[src/rtl/seqcmd_pkg.sv]
package seqcmd_pkg;

    localparam int MATCH_W    = 16;
    localparam int PREFIX_LEN = 5;
    localparam int NUM_CMDS   = 4;
    localparam int STEP_W     = $clog2(PREFIX_LEN + 1);

    // command vector bit positions
    localparam int CMD_STORE   = 0;
    localparam int CMD_RECALL  = 1;
    localparam int CMD_INH_ON  = 2;
    localparam int CMD_INH_OFF = 3;

    typedef struct packed {
        logic [STEP_W-1:0] step;
    } fsm_state_t;

    typedef struct packed {
        logic [NUM_CMDS-1:0] cmd;
    } pulse_state_t;

    function automatic logic [MATCH_W-1:0] prefix_code(input int idx);
        case (idx)
            0:       return 16'h4E38;
            1:       return 16'hB1C7;
            2:       return 16'h83E0;
            3:       return 16'h7C1F;
            4:       return 16'h703F;
            default: return '0;
        endcase
    endfunction

    function automatic logic [MATCH_W-1:0] cmd_code(input int idx);
        case (idx)
            CMD_STORE:   return 16'h8FC0;
            CMD_RECALL:  return 16'h4C63;
            CMD_INH_ON:  return 16'h8B45;
            CMD_INH_OFF: return 16'h4B46;
            default:     return '0;
        endcase
    endfunction

endpackage

[src/rtl/seqcmd_addr_match.sv]
module seqcmd_addr_match
    import seqcmd_pkg::*;
#(
    parameter int ADDR_W = 17
) (
    input  logic [ADDR_W-1:0]     addr,
    output logic [PREFIX_LEN-1:0] prefix_hit,
    output logic [NUM_CMDS-1:0]   cmd_hit
);

    // only the low MATCH_W bits take part in comparison
    logic [MATCH_W-1:0] key;
    assign key = addr[MATCH_W-1:0];

    for (genvar i = 0; i < PREFIX_LEN; i++) begin : g_prefix
        assign prefix_hit[i] = (key == prefix_code(i));
    end

    for (genvar c = 0; c < NUM_CMDS; c++) begin : g_cmd
        assign cmd_hit[c] = (key == cmd_code(c));
    end

endmodule

[src/rtl/seqcmd_step_fsm.sv]
module seqcmd_step_fsm
    import seqcmd_pkg::*;
(
    input  logic                  clk,
    input  logic                  rst_n,
    input  logic                  stb,
    input  logic                  wr,
    input  logic                  oe,
    input  logic                  busy,
    input  logic [PREFIX_LEN-1:0] prefix_hit,
    input  logic [NUM_CMDS-1:0]   cmd_hit,
    output logic [STEP_W-1:0]     step_q,
    output logic [NUM_CMDS-1:0]   fire_d
);

    fsm_state_t cur_q, nxt_d;

    // decode of current step, one bit per prefix position
    logic [PREFIX_LEN-1:0] at_step;
    for (genvar i = 0; i < PREFIX_LEN; i++) begin : g_at
        assign at_step[i] = (cur_q.step == STEP_W'(i));
    end

    logic counted_rd;
    logic prefix_adv;
    logic last_step;

    always_comb begin
        counted_rd = stb && !wr && oe;
        prefix_adv = |(at_step & prefix_hit);
        last_step  = (cur_q.step == STEP_W'(PREFIX_LEN));
        nxt_d      = cur_q;
        fire_d     = '0;
        if (busy) begin
            nxt_d.step = '0;
        end else if (stb) begin
            if (counted_rd && prefix_adv) begin
                nxt_d.step = cur_q.step + STEP_W'(1);
            end else if (counted_rd && last_step && |cmd_hit) begin
                fire_d     = cmd_hit;
                nxt_d.step = '0;
            end else if (counted_rd && prefix_hit[0]) begin
                nxt_d.step = STEP_W'(1);
            end else begin
                nxt_d.step = '0;
            end
        end
    end

    always_ff @(posedge clk or negedge rst_n) begin
        if (!rst_n) cur_q <= '0;
        else        cur_q <= nxt_d;
    end

    assign step_q = cur_q.step;

    a_r8_busy_idle: assert property (@(posedge clk) disable iff (!rst_n)
        busy |=> (step_q == '0));

    a_r6_step_range: assert property (@(posedge clk) disable iff (!rst_n)
        step_q <= STEP_W'(PREFIX_LEN));

    a_r4_write_abort: assert property (@(posedge clk) disable iff (!rst_n)
        (stb && wr) |=> (step_q == '0));

    a_r9_gap_hold: assert property (@(posedge clk) disable iff (!rst_n)
        (!stb && !busy) |=> $stable(step_q));

endmodule

[src/rtl/seqcmd_pulse_reg.sv]
module seqcmd_pulse_reg
    import seqcmd_pkg::*;
(
    input  logic                clk,
    input  logic                rst_n,
    input  logic [NUM_CMDS-1:0] fire_d,
    output logic [NUM_CMDS-1:0] cmd_q
);

    pulse_state_t cur_q, nxt_d;

    always_comb begin
        nxt_d     = cur_q;
        nxt_d.cmd = fire_d;
    end

    always_ff @(posedge clk or negedge rst_n) begin
        if (!rst_n) cur_q <= '0;
        else        cur_q <= nxt_d;
    end

    assign cmd_q = cur_q.cmd;

    a_r2_one_command: assert property (@(posedge clk) disable iff (!rst_n)
        $onehot0(cmd_q));

    a_r10_single_cycle: assert property (@(posedge clk) disable iff (!rst_n)
        (|cmd_q) |=> (cmd_q == '0));

endmodule

[src/rtl/seqcmd_detector.sv]
module seqcmd_detector
    import seqcmd_pkg::*;
#(
    parameter int ADDR_W = 17
) (
    input  logic              clk,
    input  logic              rst_n,
    input  logic              acc_stb,
    input  logic              acc_wr,
    input  logic              acc_oe,
    input  logic [ADDR_W-1:0] acc_addr,
    input  logic              nv_busy,
    output logic              cmd_store,
    output logic              cmd_recall,
    output logic              cmd_inhibit_on,
    output logic              cmd_inhibit_off
);

    logic [PREFIX_LEN-1:0] prefix_hit;
    logic [NUM_CMDS-1:0]   cmd_hit;
    logic [NUM_CMDS-1:0]   fire_d;
    logic [NUM_CMDS-1:0]   cmd_q;
    logic [STEP_W-1:0]     step_q;

    seqcmd_addr_match #(.ADDR_W(ADDR_W)) u_match (
        .addr       (acc_addr),
        .prefix_hit (prefix_hit),
        .cmd_hit    (cmd_hit)
    );

    seqcmd_step_fsm u_fsm (
        .clk        (clk),
        .rst_n      (rst_n),
        .stb        (acc_stb),
        .wr         (acc_wr),
        .oe         (acc_oe),
        .busy       (nv_busy),
        .prefix_hit (prefix_hit),
        .cmd_hit    (cmd_hit),
        .step_q     (step_q),
        .fire_d     (fire_d)
    );

    seqcmd_pulse_reg u_pulse (
        .clk    (clk),
        .rst_n  (rst_n),
        .fire_d (fire_d),
        .cmd_q  (cmd_q)
    );

    assign cmd_store       = cmd_q[CMD_STORE];
    assign cmd_recall      = cmd_q[CMD_RECALL];
    assign cmd_inhibit_on  = cmd_q[CMD_INH_ON];
    assign cmd_inhibit_off = cmd_q[CMD_INH_OFF];

    // a command only follows a counted read sampled while not busy
    a_r5_needs_counted_read: assert property (@(posedge clk) disable iff (!rst_n)
        (|fire_d) |-> (acc_stb && !acc_wr && acc_oe && !nv_busy));

    // a command is issued only from the final step of the run
    a_r2_from_last_step: assert property (@(posedge clk) disable iff (!rst_n)
        (|fire_d) |-> (step_q == STEP_W'(PREFIX_LEN)));

endmodule

[config.mk]
export PLATFORM = sky130hd
export DESIGN_NAME = seqcmd_detector
export DESIGN_NICKNAME = d
export VERILOG_FILES = /design/src/rtl/seqcmd_pkg.sv /design/src/rtl/seqcmd_addr_match.sv /design/src/rtl/seqcmd_step_fsm.sv /design/src/rtl/seqcmd_pulse_reg.sv /design/src/rtl/seqcmd_detector.sv
export SDC_FILE = /design/constraint.sdc
export NUM_CORES = 1
export LEC_CHECK = 0
export BUFFER_PORTS_ARGS = -buffer_cell sky130_fd_sc_hd__buf_2
export CORE_MARGIN = 2
export CORE_UTILIZATION = 46
export CTS_CLUSTER_SIZE = 12
export DETAILED_ROUTE_END_ITERATION = 6
export GPL_TIMING_DRIVEN = 0
export PLACE_DENSITY = 0.81
export SLEW_MARGIN = 25
export SYNTH_ARGS = -nofsm -noshare
export SYNTH_HDL_FRONTEND = slang
export SYNTH_SLANG_ARGS = --single-unit
[constraint.sdc]
create_clock -name clk -period 2.21 [get_ports clk]
set_input_delay 0.221 -clock clk [delete_from_list [all_inputs] [get_ports clk]]
set_output_delay 0.221 -clock clk [all_outputs]
set_load 0.005 [all_outputs]
==> results of run 1 <==
==> timing repair <==
action | CTS | global route
gates resized for setup | 0 | 0
hold endpoints to repair | 7 | 0
buffers inserted | 0 | 0
hold buffers | 1 | 0
==> cell usage in the layout, fill, tap and decap left out, types with 2 or more instances in the layout <==
cell type and count:
a21oi_1 2, and4_1 2, clkbuf_4 3, nor3_1 5, nand4_1 2, nor2_1 3, buf_2 25, ha_1 5
nor4b_1 5, or4_1 2, nand2b_1 2, nand3_1 4, nor4bb_1 2, nand4b_1 2, o21ai_1 2, inv_1 6
nand2_1 7, dfrtp_1 7, nor2b_1 2
==> worst max-delay path by stage <==
stage	start	end	slack [ps]	cells after the start
2_1_floorplan	u_fsm.step_q[0]$_DFFE_PN0P_	u_fsm.step_q[2]$_DFFE_PN0P_	460	7
3_3_place_gp	u_fsm.step_q[0]$_DFFE_PN0P_	u_fsm.step_q[2]$_DFFE_PN0P_	300	7
3_5_place_dp	u_fsm.step_q[0]$_DFFE_PN0P_	u_fsm.step_q[2]$_DFFE_PN0P_	250	7
4_1_cts	u_fsm.step_q[0]$_DFFE_PN0P_	u_fsm.step_q[2]$_DFFE_PN0P_	280	7
5_1_grt	u_fsm.step_q[0]$_DFFE_PN0P_	u_fsm.step_q[2]$_DFFE_PN0P_	130	7
6_report	u_fsm.step_q[0]$_DFFE_PN0P_	u_fsm.step_q[2]$_DFFE_PN0P_	280	7
==> critical path: stages, from the launching register on <==
cell and delay [ps]:
dfrtp_1 450, inv_1 140, ha_1 180, nand4b_1 90, or4_1 430, a211oi_1 260, nor3_1 100, o31ai_1 190
==> cell families (layout without fill, tap and decap cells) <==
family / after synthesis / after routing / share of synthesized area
buffers and inverters: 6 / 36 / 0.0338
and+or+nand+nor: 49 / 49 / 0.503
AOI/OAI and AO/OA: 8 / 8 / 0.107
adders and majority gates: 5 / 5 / 0.0938
DFF: 7 / 7 / 0.263
==> registers in the layout (all words and copies together), names as in the netlist <==
name and flops:
u_pulse.cmd_q 4, u_fsm.step_q 3
==> metal layers <==
| metal | share of wire | wire length (µm) | GRT usage | vias to the layer above |
|---|---|---|---|---|
| li1 | - | - | - | 354 |
| met4 | 0.0062 | 10 | 0.0938 | 0 |
| met3 | 0.062 | 101 | 0.0388 | 2 |
| met2 | 0.48 | 773 | 0.309 | 37 |
| met1 | 0.45 | 738 | 0.258 | 327 |
| met5 | 0 | 0 | 0 | - |
==> report_power, final <==
part | switching (mW) | leakage (nW) | internal, mW
logic | 0.0303 | 0.250 | 0.0262
clock network | 0.0432 | 0.0150 | 0.0686
registers | 0.000000101 | 0.0979 | 0.128
total | 0.0735 | 0.363 | 0.223
==> per-stage QoR <==
step | instance area [µm²] | utilization | hold WS [ps]
5_1_grt | 847 | 0.635 | 196
2_1_floorplan | 667 | - | -74.6
6_report | 847 | 0.635 | 207
3_5_place_dp | 811 | 0.608 | 55.3
3_3_place_gp | 811 | 0.608 | 52.6
4_1_cts | 847 | 0.635 | 192
==> final cells by class <==
class / instances / area (µm²) / share of cell area
clock buffer: 4 / 26.3 / 0.0310
timing repair buffer: 26 / 135 / 0.160
multi-input combinational: 62 / 469 / 0.554
inverter: 6 / 22.5 / 0.0266
tap: 15 / 18.8 / 0.0222
sequential: 7 / 175 / 0.207
==> run_results.csv, run 1 <==
group,metric,value,unit
timing,maxSlewViolCount,0,
floorplanning,row_count,13,
worst_setup_path,arrival,2080,ps
detailed_routing,wire_per_inst,13.5,µm
global_routing,grt_antenna_before_repair,0,
global_routing,grt_usage,0.197,
timing,final-setup-viol-count,0,
timing,fin_ws,285,ps
global_routing,grt_pass1_vias,636,
global_routing,grt_overflow,0,
floorplanning,io_pins,27,
layout,diodes,0,
cts,cts_root_buf,"clkbuf_4",
detailed_routing,vias_per_cell,6.00,
detailed_routing,first_pass_iters,4,
synth,syn-num-nets,103,
synth,ys_seq_area_frac,0.263,
worst_hold_path,min_to,"u_pulse.cmd_q[3]$_DFF_PN0_",
outcome,status,"complete, no violations",
placement,dp.cells,115,
timing,worstMarginPinSlew,415,ps
timing,setup_tns,0,ps
layout,n_fill_cell,134,
cts,clock-sinks,7,
worst_hold_path,hold_class,"input pin to register",
detailed_routing,drtIter0Drc,25,
worst_setup_path,r2r-end,"u_fsm.step_q[2]$_DFFE_PN0P_",
worst_setup_path,startpoint_type,"register",
cts,htreeDepth,1,
synth,synthTopCellsByCount,"dfrtp_1, nand2_1, inv_1",
run,max_cap_viol_count,0,
cts,cts_tree,"yes",
worst_setup_path,worstRegToRegCells,7,
global_routing,grt_max_degree,9,
timing,post-route-period-util,0.871,
placement,portBuffers,25,
cts,clkTransAtPathRegs,50,ps
layout,fin_cells,120,
worst_hold_path,min_from,"acc_addr[0]",
cts,numCtsBuffers,3,
timing,grt_setup_unrepaired,"false",
synth,synth_seq_cells,7,
cts,clk_latency,240,ps
synth,syn-cell-area,667,µm²
floorplanning,start_util,0.500,
global_routing,grt_first_pass_wirelength,2670,µm
timing,fmax,519,MHz
detailed_routing,routed_wl,1620,µm
worst_setup_path,worst-r2r-setup-slack,280,ps
synth,synth_top_area_cell,"dfrtp_1",
power,p_leak,0.363,nW
power,cellPowerDensity,350,mW/mm²
placement,gp_routability_congestion,0.911,
worst_hold_path,whs_path_depth,2,
floorplanning,die_w,42.1,µm
detailed_routing,ant_nets,0,
timing,slew_headroom,0.720,
layout,drive_gt1_frac,0.295,
synth,async_flop_share,1.00,
worst_setup_path,critPathCaptureType,"register",
layout,area_growth_syn_to_layout,27.0,%
floorplanning,fp.dieArea,0.00177,mm²
worst_setup_path,r2r_start,"u_fsm.step_q[0]$_DFFE_PN0P_",
detailed_routing,drc,0,
worst_setup_path,cp_max_fo,5,
synth,synth_edf_count,0,
power,vdd_drop_max,0.000150,V
placement,hpwl,1350,µm
synth,avgSynthCellArea,8.89,µm²
synth,synthCells,75,
timing,hold_violations,0,
synth,netlist.area_leader.share,0.263,
synth,yosysWarnings,0,
synth,synth.distinct_cells,32,
synth,yosys-top-cells-area,"dfrtp_1, ha_1, nor4b_1",
cts,clk_path_buf_depth,2,
timing,fin_skew,0.672,ps
synth,synth_flop_cell,"dfrtp_1",
timing,min_period,1930,ps
placement,pre_cts_slack,248,ps
worst_setup_path,critical_path_class,"register to register",
worst_setup_path,required,2360,ps
floorplanning,core-area,0.00133,mm²
detailed_routing,vias,720,
floorplanning,die-height,42.1,µm
layout,nets,134,
power,p_total,297,µW
Note: power is estimated with default switching activity, not from simulation.
==> run 2, diff against run 1 <==
--- a/config.mk
+++ b/config.mk
@@ -8,4 +8,6 @@
 export BUFFER_PORTS_ARGS = -buffer_cell sky130_fd_sc_hd__buf_2
+export CELL_PAD_IN_SITES_DETAIL_PLACEMENT = 1
+export CELL_PAD_IN_SITES_GLOBAL_PLACEMENT = 1
 export CORE_MARGIN = 2
-export CORE_UTILIZATION = 46
+export CORE_UTILIZATION = 33
 export CTS_CLUSTER_SIZE = 12
@@ -13,3 +15,4 @@
 export GPL_TIMING_DRIVEN = 0
-export PLACE_DENSITY = 0.81
+export MAX_ROUTING_LAYER = met4
+export PLACE_DENSITY = 0.8
 export SLEW_MARGIN = 25
==> constraint.sdc (replaced) <==
create_clock -name clk -period 2.21 [get_ports clk]
set_input_delay 0 -clock clk [delete_from_list [all_inputs] [get_ports clk]]
set_output_delay 0 -clock clk [all_outputs]
set_load 0.005 [all_outputs]
==> run_results.csv, run 2 (synthesis gave the netlist of run 1 again) <==
group,metric,value,unit
outcome,status,"complete, no violations",
worst_setup_path,critical_path_class,"register to register",
worst_setup_path,arrival,2200,ps
power,switching_share,0.252,
placement,pre_cts_slack,120,ps
power,vdd_drop_max,0.000168,V
floorplanning,core-area,0.00194,mm²
detailed_routing,wl_met3,41,µm
detailed_routing,dr_wl_met2,1100,µm
timing,final-setup-viol-count,0,
placement,gp_routability_congestion,0.853,
placement,dp.cells,127,
power,power_frac_seq,0.426,
timing,hold_slack,48.8,ps
layout,largest_register_ffs,4,
worst_setup_path,startpoint_type,"register",
placement,placed_area,826,µm²
power,p_total,301,µW
detailed_routing,top_layer,"met4",
timing,maxSlewViolCount,0,
cts,clk_path_buf_depth,2,
placement,hpwl,1740,µm
detailed_routing,vias_per_cell,5.44,
layout,mostFrequentLayoutCells,"buf_2, nand2_1, dfrtp_1, inv_1",
worst_setup_path,cp_max_fo,5,
detailed_routing,routed_wl,2050,µm
global_routing,grt_first_pass_wirelength,3470,µm
cts,cts_tree,"yes",
power,cellPowerDensity,340,mW/mm²
layout,area_growth_syn_to_layout,33.0,%
worst_hold_path,whs_path_depth,3,
floorplanning,fp.dieArea,0.00240,mm²
cts,numCtsBuffers,3,
timing,fin_ws,156,ps
floorplanning,die-height,49.0,µm
power,combPwrFrac,0.201,
detailed_routing,routedLengthMet1,884,µm
worst_setup_path,r2r_start,"u_fsm.step_q[0]$_DFFE_PN0P_",
cts,clock-sinks,7,
layout,final_area,887,µm²
placement,portBuffers,25,
layout,nets,136,
power,p_leak,0.371,nW
cts,htreeDepth,1,
layout,regArea,175,µm²
layout,n_fill_cell,258,
layout,post-route-util,0.457,
floorplanning,start_util,0.343,
detailed_routing,drc,0,
power,clockPowerShare,0.373,
global_routing,grt_overflow,0,
detailed_routing,ant_nets,0,
floorplanning,row_count,16,
worst_setup_path,critPathCaptureType,"register",
detailed_routing,wire_per_inst,15.3,µm
global_routing,grt_pass1_vias,794,
cts,clkTransAtPathRegs,50,ps
worst_setup_path,worst-r2r-setup-slack,160,ps
timing,min_period,2050,ps
layout,drive_gt1_frac,0.299,
cts,clk_latency,250,ps
power,p_int,226,µW
worst_setup_path,crit_end,"u_fsm.step_q[2]$_DFFE_PN0P_",
global_routing,grt_usage,0.189,
layout,multi_input_area,474,µm²
worst_hold_path,hold_class,"input pin to register",
worst_hold_path,min_from,"acc_addr[11]",
floorplanning,io_pins,27,
layout,diodes,0,
worst_setup_path,r2r-end,"u_fsm.step_q[2]$_DFFE_PN0P_",
detailed_routing,first_pass_iters,4,
floorplanning,die_w,49.0,µm
detailed_routing,drtIter0Drc,4,
timing,setup_tns,0,ps
timing,hold_violations,0,
worst_setup_path,crit_start,"u_fsm.step_q[0]$_DFFE_PN0P_",
layout,fin_cells,134,
cts,cts_root_buf,"clkbuf_4",
layout,final_common_cell,"buf_2",
power,p_switching,75.9,µW
timing,fin_skew,7.07,ps
worst_setup_path,worstRegToRegCells,7,
detailed_routing,vias,729,
timing,post-route-period-util,0.929,
timing,worstMarginPinSlew,451,ps
global_routing,grt_antenna_before_repair,0,
cts,postCtsSetupRepairBufs,0,
timing,grt_setup_unrepaired,"false",
worst_setup_path,required,2360,ps
timing,fmax,487,MHz
run,max_cap_viol_count,0,
timing,slew_headroom,0.695,
global_routing,grt_max_degree,9,
-- run 2: cell count changes in the layout (fill, tap and decap cells not counted) --
cell           delta
a211oi_2          +1
a211oi_1          -1
dlygate4sd3_1     +2
-- run 2: how the worst min path moves through the flow --
stage	to
2_1_floorplan	u_fsm.step_q[0]$_DFFE_PN0P_
3_3_place_gp	u_fsm.step_q[1]$_DFFE_PN0P_
3_5_place_dp	u_fsm.step_q[1]$_DFFE_PN0P_
4_1_cts	u_pulse.cmd_q[1]$_DFF_PN0_
5_1_grt	u_pulse.cmd_q[1]$_DFF_PN0_
6_report	u_pulse.cmd_q[1]$_DFF_PN0_
-- run 2: layer usage --
layer | GRT usage | up-vias
met1 | 0.225 | 353
met4 | 0.0476 | 0
met2 | 0.340 | 16
met3 | 0.0184 | 2
met5 | - | -
li1 | - | 358
-- run 2: power groups by stage --
stage | registers (mW) | clock network [mW] | logic (mW)
after floorplan | 0.131 | 0 | 0.0183
after global placement | 0.131 | 0 | 0.0539
after detailed placement | 0.131 | 0 | 0.0563
after CTS | 0.128 | 0.117 | 0.0606
after global routing | 0.128 | 0.121 | 0.0675
final | 0.128 | 0.112 | 0.0607
-- run 2: repair_timing --
item | CTS | global route
endpoints found under the hold margin | 9 | 0
setup endpoints to repair | 0 | 1
resized for setup | 0 | 1
hold buffers | 3 | 0
-- run 2: cell type report --
class	instances	area share
Timing Repair Buffer	28	0.175
Tap cell	27	0.0381
Sequential cell	7	0.197
Inverter	6	0.0254
Clock buffer	4	0.0296
Multi-Input combinational cell	62	0.535
-- run 2: critical path, cell delays in order (launching register included) --
cell and delay (ps):
dfrtp_1 460, inv_1 130, ha_1 190, nand4b_1 90, or4_1 470, a211oi_2 290
nor3_1 110, o31ai_1 220
